## src/rtl/pix_simd_pkg.sv

```systemverilog
package pix_simd_pkg;

  localparam logic [3:0] OP_ADD    = 4'd0;
  localparam logic [3:0] OP_SUB    = 4'd1;
  localparam logic [3:0] OP_ADDN   = 4'd2;
  localparam logic [3:0] OP_SUBN   = 4'd3;
  localparam logic [3:0] OP_CGT    = 4'd4;
  localparam logic [3:0] OP_CEQ    = 4'd5;
  localparam logic [3:0] OP_CLE    = 4'd6;
  localparam logic [3:0] OP_CNE    = 4'd7;
  localparam logic [3:0] OP_MERGE  = 4'd8;
  localparam logic [3:0] OP_EXPAND = 4'd9;

  localparam logic [1:0] LANE_16 = 2'd0;
  localparam logic [1:0] LANE_32 = 2'd1;

endpackage

```

## src/rtl/pix_lane_addsub.sv

```systemverilog
module pix_lane_addsub #(
  parameter int DATA_W = 64,
  parameter int LANE_W = 16
) (
  input  logic [DATA_W-1:0] a_i,
  input  logic [DATA_W-1:0] b_i,
  output logic [DATA_W-1:0] sum_o,
  output logic [DATA_W-1:0] dif_o
);
  localparam int NLANE = DATA_W / LANE_W;

  for (genvar g = 0; g < NLANE; g++) begin : g_lane
    logic [LANE_W-1:0] la, lb;
    assign la = a_i[g*LANE_W +: LANE_W];
    assign lb = b_i[g*LANE_W +: LANE_W];
    assign sum_o[g*LANE_W +: LANE_W] = lb + la;
    assign dif_o[g*LANE_W +: LANE_W] = lb - la;
  end
endmodule

```

## src/rtl/pix_lane_cmp.sv

```systemverilog
module pix_lane_cmp #(
  parameter int DATA_W = 64,
  parameter int LANE_W = 16,
  parameter int NLANE  = DATA_W / LANE_W
) (
  input  logic [DATA_W-1:0] a_i,
  input  logic [DATA_W-1:0] b_i,
  output logic [NLANE-1:0]  gt_o,
  output logic [NLANE-1:0]  eq_o
);
  for (genvar g = 0; g < NLANE; g++) begin : g_lane
    logic [LANE_W-1:0] la, lb;
    assign la = a_i[g*LANE_W +: LANE_W];
    assign lb = b_i[g*LANE_W +: LANE_W];
    assign gt_o[g] = la > lb;
    assign eq_o[g] = la == lb;
  end
endmodule

```

## src/rtl/pix_byte_shuffle.sv

```systemverilog
module pix_byte_shuffle #(
  parameter int HALF_W = 32,
  parameter int BYTE_W = 8,
  parameter int EXP_SH = 4
) (
  input  logic [HALF_W-1:0]   a_lo_i,
  input  logic [HALF_W-1:0]   b_lo_i,
  output logic [2*HALF_W-1:0] mrg_o,
  output logic [2*HALF_W-1:0] exp_o
);
  localparam int NBYTE = HALF_W / BYTE_W;
  localparam int WIDE  = 2 * BYTE_W;
  localparam int PAD   = WIDE - BYTE_W - EXP_SH;

  for (genvar k = 0; k < NBYTE; k++) begin : g_byte
    assign mrg_o[k*WIDE +: WIDE] = {a_lo_i[k*BYTE_W +: BYTE_W], b_lo_i[k*BYTE_W +: BYTE_W]};
    assign exp_o[k*WIDE +: WIDE] = {{PAD{1'b0}}, a_lo_i[k*BYTE_W +: BYTE_W], {EXP_SH{1'b0}}};
  end
endmodule

```

## src/rtl/pix_simd_alu.sv

```systemverilog
module pix_simd_alu
  import pix_simd_pkg::*;
#(
  parameter int DATA_W  = 64,
  parameter int OUT_REG = 1
) (
  input  logic              clk,
  input  logic              rst,
  input  logic [3:0]        op_i,
  input  logic [1:0]        lane_i,
  input  logic [DATA_W-1:0] opa_i,
  input  logic [DATA_W-1:0] opb_i,
  output logic [DATA_W-1:0] res_o,
  output logic              illegal_o
);
  localparam int HALF_W = DATA_W / 2;
  localparam int N16    = DATA_W / 16;
  localparam int N32    = DATA_W / 32;

  logic [DATA_W-1:0] sum16, dif16, sum32, dif32, mrg, expd;
  logic [N16-1:0]    gt16, eq16;
  logic [N32-1:0]    gt32, eq32;
  logic [DATA_W-1:0] nxt_res;
  logic              nxt_ill;
  logic              wide, lane_ok;
  logic [DATA_W-1:0] arith;
  logic [N16-1:0]    mask16;
  logic [N32-1:0]    mask32;

  pix_lane_addsub #(.DATA_W(DATA_W), .LANE_W(16)) u_as16 (
    .a_i(opa_i), .b_i(opb_i), .sum_o(sum16), .dif_o(dif16));
  pix_lane_addsub #(.DATA_W(DATA_W), .LANE_W(32)) u_as32 (
    .a_i(opa_i), .b_i(opb_i), .sum_o(sum32), .dif_o(dif32));
  pix_lane_cmp #(.DATA_W(DATA_W), .LANE_W(16)) u_cmp16 (
    .a_i(opa_i), .b_i(opb_i), .gt_o(gt16), .eq_o(eq16));
  pix_lane_cmp #(.DATA_W(DATA_W), .LANE_W(32)) u_cmp32 (
    .a_i(opa_i), .b_i(opb_i), .gt_o(gt32), .eq_o(eq32));
  pix_byte_shuffle #(.HALF_W(HALF_W)) u_shuf (
    .a_lo_i(opa_i[HALF_W-1:0]), .b_lo_i(opb_i[HALF_W-1:0]),
    .mrg_o(mrg), .exp_o(expd));

  assign wide    = (lane_i == LANE_32);
  assign lane_ok = (lane_i == LANE_16) || wide;

  always_comb begin
    arith  = '0;
    mask16 = '0;
    mask32 = '0;
    case (op_i)
      OP_ADD, OP_ADDN: arith = wide ? sum32 : sum16;
      OP_SUB, OP_SUBN: arith = wide ? dif32 : dif16;
      OP_CGT: begin mask16 = gt16;  mask32 = gt32;  end
      OP_CEQ: begin mask16 = eq16;  mask32 = eq32;  end
      OP_CLE: begin mask16 = ~gt16; mask32 = ~gt32; end
      OP_CNE: begin mask16 = ~eq16; mask32 = ~eq32; end
      default: ;
    endcase
  end

  always_comb begin
    nxt_res = '0;
    nxt_ill = 1'b0;
    case (op_i)
      OP_ADD, OP_SUB: begin
        if (lane_ok) nxt_res = arith;
        else nxt_ill = 1'b1;
      end
      OP_ADDN, OP_SUBN: begin
        if (lane_ok) nxt_res = {{HALF_W{1'b0}}, arith[HALF_W-1:0]};
        else nxt_ill = 1'b1;
      end
      OP_CGT, OP_CEQ, OP_CLE, OP_CNE: begin
        if (!lane_ok) nxt_ill = 1'b1;
        else if (wide) nxt_res = {{(DATA_W-N32){1'b0}}, mask32};
        else nxt_res = {{(DATA_W-N16){1'b0}}, mask16};
      end
      OP_MERGE:  nxt_res = mrg;
      OP_EXPAND: nxt_res = expd;
      default:   nxt_ill = 1'b1;
    endcase
  end

  if (OUT_REG != 0) begin : g_reg
    always_ff @(posedge clk) begin
      if (rst) begin
        res_o     <= '0;
        illegal_o <= 1'b0;
      end else begin
        res_o     <= nxt_res;
        illegal_o <= nxt_ill;
      end
    end
  end else begin : g_comb
    logic unused_clk;
    assign unused_clk = clk ^ rst;
    assign res_o      = nxt_res;
    assign illegal_o  = nxt_ill;
  end
endmodule

```

## config.mk

```make
export PLATFORM = sky130hd
export DESIGN_NAME = pix_simd_alu
export DESIGN_NICKNAME = d
export VERILOG_FILES = /design/src/rtl/pix_simd_pkg.sv /design/src/rtl/pix_lane_addsub.sv /design/src/rtl/pix_lane_cmp.sv /design/src/rtl/pix_byte_shuffle.sv /design/src/rtl/pix_simd_alu.sv
export SDC_FILE = /design/constraint.sdc
export NUM_CORES = 1
export LEC_CHECK = 0
export ABC_AREA = 1
export BUFFER_PORTS_ARGS = -buffer_cell sky130_fd_sc_hd__clkbuf_2
export CORE_ASPECT_RATIO = 1.25
export CORE_MARGIN = 2
export CORE_UTILIZATION = 50
export CTS_BUF_LIST = sky130_fd_sc_hd__clkbuf_2
export CTS_CLUSTER_SIZE = 40
export DETAILED_ROUTE_END_ITERATION = 10
export GPL_TIMING_DRIVEN = 0
export PLACE_DENSITY = 0.74
export RECOVER_POWER = 50
export SYNTH_ARGS = -nofsm -noshare
export SYNTH_HDL_FRONTEND = slang
export SYNTH_HIERARCHICAL = 1
export SYNTH_SLANG_ARGS = --single-unit
```

## constraint.sdc

```tcl
create_clock -name clk -period 3.4 [get_ports clk]
set_clock_uncertainty 0.1 [all_clocks]
set_input_delay 0.85 -clock clk [delete_from_list [all_inputs] [get_ports clk]]
set_output_delay 0.85 -clock clk [all_outputs]
set_load 0.005 [all_outputs]
```

# Word-level counts from Yosys, hierarchy flattened
# Index checks and enable logic that the tools add are counted.
# word_totals
register_bits	65
in_bits	136
out_inout_bits	65
word_cells	62
# op_classes
addsub	12
n_lt_le_gt_ge	6
eq_ne	16
muxes	12
n_bitwise	4
n_reduce_logical	10
# ops
cell	n
$pmux W64 S5	1
$mux W64	3
$pmux W64 S2	1
$add A16 B16 Y16	4
$add A32 B32 Y32	2
$eq A16 B16 Y1	4
$eq A32 B32 Y1	2
$gt A16 B16 Y1	4
$gt A32 B32 Y1	2
$sub A16 B16 Y16	4
$sub A32 B32 Y32	2
$mux W32	1
$eq A4 B3 Y1 const B	4
$pmux W4 S4	1
$reduce_or A2 Y1	5
$eq A4 B2 Y1 const B	2
$eq A4 B4 Y1 const B	2
$mux W4	2
$not A4 Y4	2
$pmux W2 S4	1
$reduce_or A8 Y1	1
$eq A4 B1 Y1 const B	1
$logic_not A4 Y1	1
$not A2 Y2	2
other kinds (6)	6

# Longest topological paths before layout
# Gate-level depths: netlist of run 1.
# logic_depth
word_depth	6
mapped_depth	20
ltp_nobuf	20

# By module
# The synthesis of run 1 kept the hierarchy.
# by_module_without_submodules
mod	n_inst	cells_each	area_each_um2
pix_lane_addsub at u_as32	1	2005	10461.3
pix_lane_addsub at u_as16	1	1445	7792.5
pix_simd_alu	1	956	5323.9
pix_lane_cmp at u_cmp16	1	284	1799.2
pix_lane_cmp at u_cmp32	1	284	1778.0
pix_byte_shuffle	1	129	964.7

# Worst setup path after synthesis of run 1
# OpenSTA, ideal clock, no wires.
# synth_path
path_kind	in2reg
startpoint	input port opb_i[0]
endpoint	register res_o[30]
setup_time_ns	0.128
arrival_time_ns	2.555
setup_slack_ns	0.618
cell_stages	19
cell_sequence	inv_1 -> ha_1 -> fa_1 -> inv_1 -> nand3_1 -> nand3_2 -> nand2_2 -> nand2_2 -> nand2_1 -> nand2_2 -> nand2_2 -> nand3_1 -> nand2_1 -> nor2_1 -> nor2_1 -> o21ai_0 -> o21ai_1 -> a21oi_1 -> nor2_1
# synth_via
elab_chain_len	5
elab_cells_between_ends	8
# synth_lines
element	line_no	source
start: declaration	pix_simd_alu.sv:12	input logic [DATA_W-1:0] opb_i,
$sub A32 B32 Y32 (*)	pix_lane_addsub.sv:17	assign dif_o[g*LANE_W +: LANE_W] = lb - la;
named net dif32[30]	pix_simd_alu.sv:20	logic [DATA_W-1:0] sum16, dif16, sum32, dif32, mrg, expd;
$mux W64 (*)	pix_simd_alu.sv:51	OP_SUB, OP_SUBN: arith = wide ? dif32 : dif16;
$pmux W64 S2 (*)	pix_simd_alu.sv:49	case (op_i)
$mux W32 / $mux W64 (equally long branches)	pix_simd_alu.sv:69, pix_simd_alu.sv:65	
$pmux W64 S5 (*)	pix_simd_alu.sv:63	case (op_i)
end signal: assignment	pix_simd_alu.sv:89	res_o <= nxt_res;
end: declaration	pix_simd_alu.sv:13	output logic [DATA_W-1:0] res_o,
# The timed path passes the listed nets; every way through them passes the cells marked *.
# A chain may end at the register's enable or synchronous reset.

# Worst setup path in the final report of run 1
# layout_path
startpoint	input port lane_i[1]
endpoint	register res_o[33]
# layout_via
elab_chain_len	5
elab_cells_between_ends	8
# layout_lines
element	line_no	source
start: declaration	pix_simd_alu.sv:10	input logic [1:0] lane_i,
$eq A2 B1 Y1	pix_simd_alu.sv:42	assign wide = (lane_i == LANE_32);
$mux W64 (on tied branches)	pix_simd_alu.sv:51, pix_simd_alu.sv:50	
$pmux W64 S2	pix_simd_alu.sv:49	
$mux W64 (*)	pix_simd_alu.sv:65	if (lane_ok) nxt_res = arith;
$pmux W64 S5 (*)	pix_simd_alu.sv:63	
# Mark *: on every way between the ends. The rest lies on a longest branch, timed or not.

==> reports/qor.txt, run 1 <==
Placed Area = 0.0302 sq mm
Largest net degree at the start of global routing = 13
Worst Path Required = 3.98 ns
Max Cap Viol = 0
DR iter-0 viols = 2,601
Fraction of layout instances using a drive strength above 1 = 14.8%
Worst Setup Path Type = in -> reg
Tot GR Track Use = 34.3%
Min-delay worst type = in -> reg
Layout area overhead = 7.48%
TritonCTS Sinks = 65
Count of cell types in the netlist = 46
Ranking of synthesized cells by area = nand2_1, ha_1, inv_1
Global route overflow = 0
TritonCTS clock tree = yes
Max Freq = 0.330 GHz
Rows = 97
Cell area after layout = 0.0302 sq mm
Gpl congestion = 1.01
Global-route wire length before repair = 156,000 um
YS warnings = 6
DR pass1 iterations = 6
Crit path capture type = flop
#FFs+latches synth = 65
Final Critical Period = 3.03 ns
Top cell type's share of synthesized area = 20.3%
Slew headroom = 18.3%
Reg clk slew, reported paths = 0.20 ns
Util after Layout = 54.1%
Final setup fails = 0
Core outline area = 0.0558 sq mm
Worst-Margin Slew = 1.23 ns
Initial core utilization = 50.4%
Routed via count = 31.4k
Routed length per instance = 16.8 um
Antenna-violating nets left = 0
Synth area leader = nand2_1
Clock Tree Buf Depth = 2
Clock root buffer master = clkbuf_2
WHS = 0.381 ns
Max-slew violations = 0
Synthesized area per cell = 5.51 sq um
Primary FF master, synth = dfxtp_1
Final Power = 6.03 mW
Worst EP arrival = 3.61 ns
Num CTS Buffers = 9
Wire length after detailed routing = 102,000 um
# nets final = 5,864
Final period utilization = 89.2%
Crit path max fanout = 10
Leakage = 18.6 nW
CTS Hold Bufs = 0
Unrepaired setup endpoints after global routing = no
Vias in the first global route = 29.0k
Initial antenna violation count = 5
Mapped Area = 0.0281 sq mm
Die Area = 0.0582 sq mm
I/O pin count = 201
CTS resizes = 0
CP startpoint kind = primary input
Synth Instances = 5,103
Final Hold Fails = 0
Register area share after synthesis = 4.63%
DRC violations left = 0
Setup TNS Final = 0 ns
EDFF count, synth = 0
Ys async rst share = 0%
Peak VDD IR = 0.000137 V
Vias/cell = 5.15
PD cells = 200 mW/mm^2
Die Span Y = 269 um
HPWL Detailed = 86,200 um
H-Tree Depth = 3
Run status = finished clean
I/O Buffers = 199
Chip Width = 216 um
Postcts setup bufs = 0
-- worst paths after layout --
check	startpoint	end	slack, ns	cells after the start
worst min-delay path	lane_i[1]	illegal_o	0.38	3
worst max-delay path	lane_i[1]	res_o[33]	0.37	9
-- critical path, cell delays in order --
cell        delay [ns]
clkbuf_1          0.12
inv_1             0.42
nand2_1           0.27
clkinvlp_2        0.56
clkbuf_1          0.50
o21ai_0           0.17
o21ai_1           0.28
a21oi_1           0.12
nor2_1            0.31
-- registers in the layout, summed over array words and instances, names as in the netlist --
register   count
res_o         64
illegal_o      1
-- cell families after synthesis --
kind of cell,after synthesis,synth area share (%)
flops,65,4.63
buf+inv,1284,21.7
other cells,1,0.0133
fa+ha+maj,384,17.4
xor+xnor,126,3.92
simple gates,2698,41.8
compound gates,545,10.5
-- routing by layer --
metal	up-vias	track usage, %	part of all wire [%]
li1	16000	-	-
met1	14000	39.0	39
met2	1150	60.9	48
met3	303	3.40	6.2
met4	2	21.5	6.8
met5	-	0	0.0088
-- cell type report --
class / count / area [sq um]
clock buffers: 11 / 55.1
fillers: 6196 / 25600
repair buffers: 199 / 967
inverters: 968 / 3640
clock inverters: 5 / 32.5
well taps: 742 / 928
flip-flops and latches: 65 / 1300
plain buffers: 316 / 2460
diodes: 5 / 12.5
multi-input cells: 3785 / 20800
-- report_power, final --
group          internal (mW)  switching, mW  leakage [nW]
clock                 0.0997          0.396        0.0556
sequential             0.790        0.00707         0.528
combinational           1.63           3.11          18.0
-- metrics by stage --
step,cells,setup slack (ns)
CTS,6091,0.655
finish,6096,0.366
floorplan,5134,0.618
detailed placement,6075,-0.241
global placement,6075,-0.266
global route,6094,0.282
-- Yosys cell counts (4+ instances only) --
master and count:
nand2_1 1519, inv_1 897, nor2_1 536, ha_1 372
nand3_1 349, a21oi_1 250, buf_4 177, o21ai_1 121
xor2_1 103, o21ai_0 99, buf_6 74, inv_2 69
dfxtp_1 65, nor2_2 53, nand2_2 49, nand4_1 47
buf_2 40, a21oi_2 31, nor2_4 31, o21bai_1 30
nor3_2 26, clkbuf_1 23, xnor2_1 23, nand3_2 21
nor3_1 20, and2_1 16, fa_1 12, nand2_4 10
a21o_1 8, nand3b_1 4, nor2b_4 4
-- layout by cell type (no fill, tap or decap), types with 16 or more instances in the layout --
| cell type | count |
|---|---|
| nand2_1 | 1520 |
| inv_1 | 898 |
| nor2_1 | 536 |
| ha_1 | 372 |
| nand3_1 | 349 |
| a21oi_1 | 250 |
| clkbuf_2 | 187 |
| buf_4 | 177 |
| o21ai_1 | 120 |
| xor2_1 | 103 |
| o21ai_0 | 100 |
| buf_6 | 74 |
| inv_2 | 68 |
| dfxtp_1 | 65 |
| nor2_2 | 53 |
| nand2_2 | 49 |
| nand4_1 | 47 |
| clkbuf_1 | 44 |
| buf_2 | 40 |
| conb_1 | 32 |
| nor2_4 | 31 |
| a21oi_2 | 31 |
| o21bai_1 | 30 |
| nor3_2 | 26 |
| xnor2_1 | 23 |
| nand3_2 | 21 |
| nor3_1 | 20 |
| and2_1 | 16 |
No activity file was read; power rests on OpenSTA's default activity.
==> inputs of run 2 (changes only) <==
CORE_MARGIN = 8   (was 2)
==> run 2 against run 1 <==
  * First-iteration DRC count grew 0.31%
  * Cell area is essentially flat
  * Die area increased by 10%
  * Clock power rose by 10%
  * Maximum frequency down 8.0%
  * Critical endpoint is now res_o[27]
  * Largest cell class unchanged
  * Largest power group unchanged
==> reports/qor.txt, run 2 (synthesis gave the netlist of run 1 again) <==
Run status = finished clean
Unrepaired setup endpoints after global routing = no
P_sw = 3.50 mW (-0.29%)
Fraction of layout instances using a drive strength above 1 = 14.2% (-0.50 points)
CTS Hold Bufs = 0 (unchanged)
Largest net degree at the start of global routing = 13 (unchanged)
Max Freq = 0.303 GHz (-8.0%)
Leakage = 18.5 nW (-0.40%)
Chip Width = 228 um (+5.6%)
Met3 routed WL = 6660 um (+5.2%)
Routed length per instance = 17.4 um (+3.7%)
Vias in the first global route = 29.6k (+2.2%)
Antenna-violating nets left = 0 (unchanged)
Postcts setup bufs = 0 (unchanged)
# nets final = 5,864 (unchanged)
Wire length after detailed routing = 106,000 um (+3.7%)
Global-route wire length before repair = 161,000 um (+3.3%)
Core outline area = 0.0558 sq mm (unchanged)
Vias/cell = 5.18 (+0.54%)
Commonest non-fill, non-tap cells in the layout = nand2_1, inv_1, nor2_1
Part of the power in registers = 13.1% (about the same)
Final Critical Period = 3.30 ns (+0.262 ns)
Setup TNS Final = 0 ns (unchanged)
Comb pwr share = 77.9% (-0.7 points)
Num CTS Buffers = 9 (unchanged)
Max-slew violations = 0 (unchanged)
Fill count = 6,210 (+0.23%)
Largest register FFs = 64 (unchanged)
Biggest regs = res_o: 64 flops, illegal_o: 1 flops
Die Area = 0.0641 sq mm (+10%)
Initial antenna violation count = 6 (+1)
Met2 wire len = 52,100 um (+5.9%)
Worst EP arrival = 3.82 ns (+0.21 ns)
DR iter-0 viols = 2,609 (+0.31%)
Clock root buffer master = clkbuf_2
Cell internal pwr = 2.58 mW (+2.3%)
PD cells = 201 mW/mm^2 (+0.89%)
Worst-Margin Slew = 1.32 ns (+0.0976 ns)
Register Area = 0.00130 sq mm (unchanged)
Final period utilization = 97.0% (+7.7 points)
Reg clk slew, reported paths = 0.19 ns (about the same)
Tot GR Track Use = 31.8% (-2.4 points)
CP startpoint kind = primary input
Worst Path Required = 3.93 ns (-0.05 ns)
Die Span Y = 281 um (+4.5%)
H-Tree Depth = 3 (unchanged)
Layout area overhead = 7.39% (about the same)
Max Cap Viol = 0 (unchanged)
TritonCTS clock tree = yes
Placed insts = 6,075 (unchanged)
Crit path capture type = flop
Area of the multi-input gates = 0.0208 sq mm (unchanged)
I/O pin count = 201 (unchanged)
Rows = 97 (unchanged)
Crit path max fanout = 10 (unchanged)
Commonest non-fill, non-tap cell in the layout = nand2_1
Largest reg by FF count = res_o
Clock power frac = 9.0% (+0.8 points)
Worst Setup Path Type = in -> reg
Switch share = 57.6% (-0.63 points)
Fin cells = 6,093 (-0.049%)
Peak VDD IR = 0.000143 V (+4.3%)
DR pass1 iterations = 6 (unchanged)
Min-delay worst type = in -> reg
HPWL Detailed = 89,200 um (+3.5%)
Highest metal used = met5
Gpl congestion = 1.02 (+0.41%)
Slew headroom = 11.8% (-6.5 points)
Final Hold Fails = 0 (unchanged)
Cell area after layout = 0.0302 sq mm (about the same)
Routed via count = 31.6k (+0.49%)
Placed Area = 0.0302 sq mm (unchanged)
Final setup fails = 0 (unchanged)
Final Power = 6.08 mW (+0.80%)
Initial core utilization = 50.4% (unchanged)
M1 WL = 41,000 um (+2.6%)
I/O Buffers = 199 (unchanged)
Global route overflow = 0 (unchanged)
TritonCTS Sinks = 65 (unchanged)
Util after Layout = 54.1% (about the same)
DRC violations left = 0 (unchanged)
CTS resizes = 0 (unchanged)
Clock Tree Buf Depth = 2 (unchanged)
==> run 2: critical path, stage by stage <==
cell and delay, ns:
clkbuf_2 0.16, inv_1 0.43, nand2_1 0.28, clkinvlp_2 0.59, clkbuf_1 0.59, o21ai_0 0.21, o21ai_1 0.27, a21oi_1 0.10
nor2_1 0.32
==> run 2: per-stage QoR <==
step | hold slack (ns) | setup slack, ns
3_3_place_gp | 1.12 | -0.314
4_1_cts | 0.248 | 0.540
6_report | 0.338 | 0.103
5_1_grt | 0.336 | 0.145
2_1_floorplan | 0.897 | 0.618
3_5_place_dp | 1.11 | -0.320
==> run 2: worst paths after layout <==
path,from,endpoint,slack [ns],depth (start not counted)
min,lane_i[1],illegal_o,0.34,3
max,lane_i[1],res_o[27],0.10,9
==> run 2: routing by layer <==
metal	global-route usage, %	up-vias
li1	-	16000
met1	35.5	14200
met2	58.2	1144
met3	3.24	264
met4	18.7	2
met5	0	-
==> run 2: cell type report <==
| class | instances | share of cell area, % |
|---|---|---|
| diodes | 3 | 0.0249 |
| plain buffers | 316 | 8.13 |
| clock buffers | 10 | 0.166 |
| clock inverters | 5 | 0.157 |
| inverters | 968 | 12.0 |
| multi-input cells | 3785 | 69.0 |
| flip-flops and latches | 65 | 4.31 |
| well taps | 742 | 3.07 |
| repair buffers | 199 | 3.10 |
==> run 2: power groups by stage <==
| stage | sequential (mW) | clock, mW | combinational, mW |
|---|---|---|---|
| floorplan | 0.816 | 0 | 3.29 |
| global placement | 0.813 | 0 | 4.61 |
| detailed placement | 0.814 | 0 | 4.65 |
| CTS | 0.799 | 0.572 | 4.67 |
| global route | 0.801 | 0.580 | 5.22 |
| finish | 0.798 | 0.548 | 4.73 |
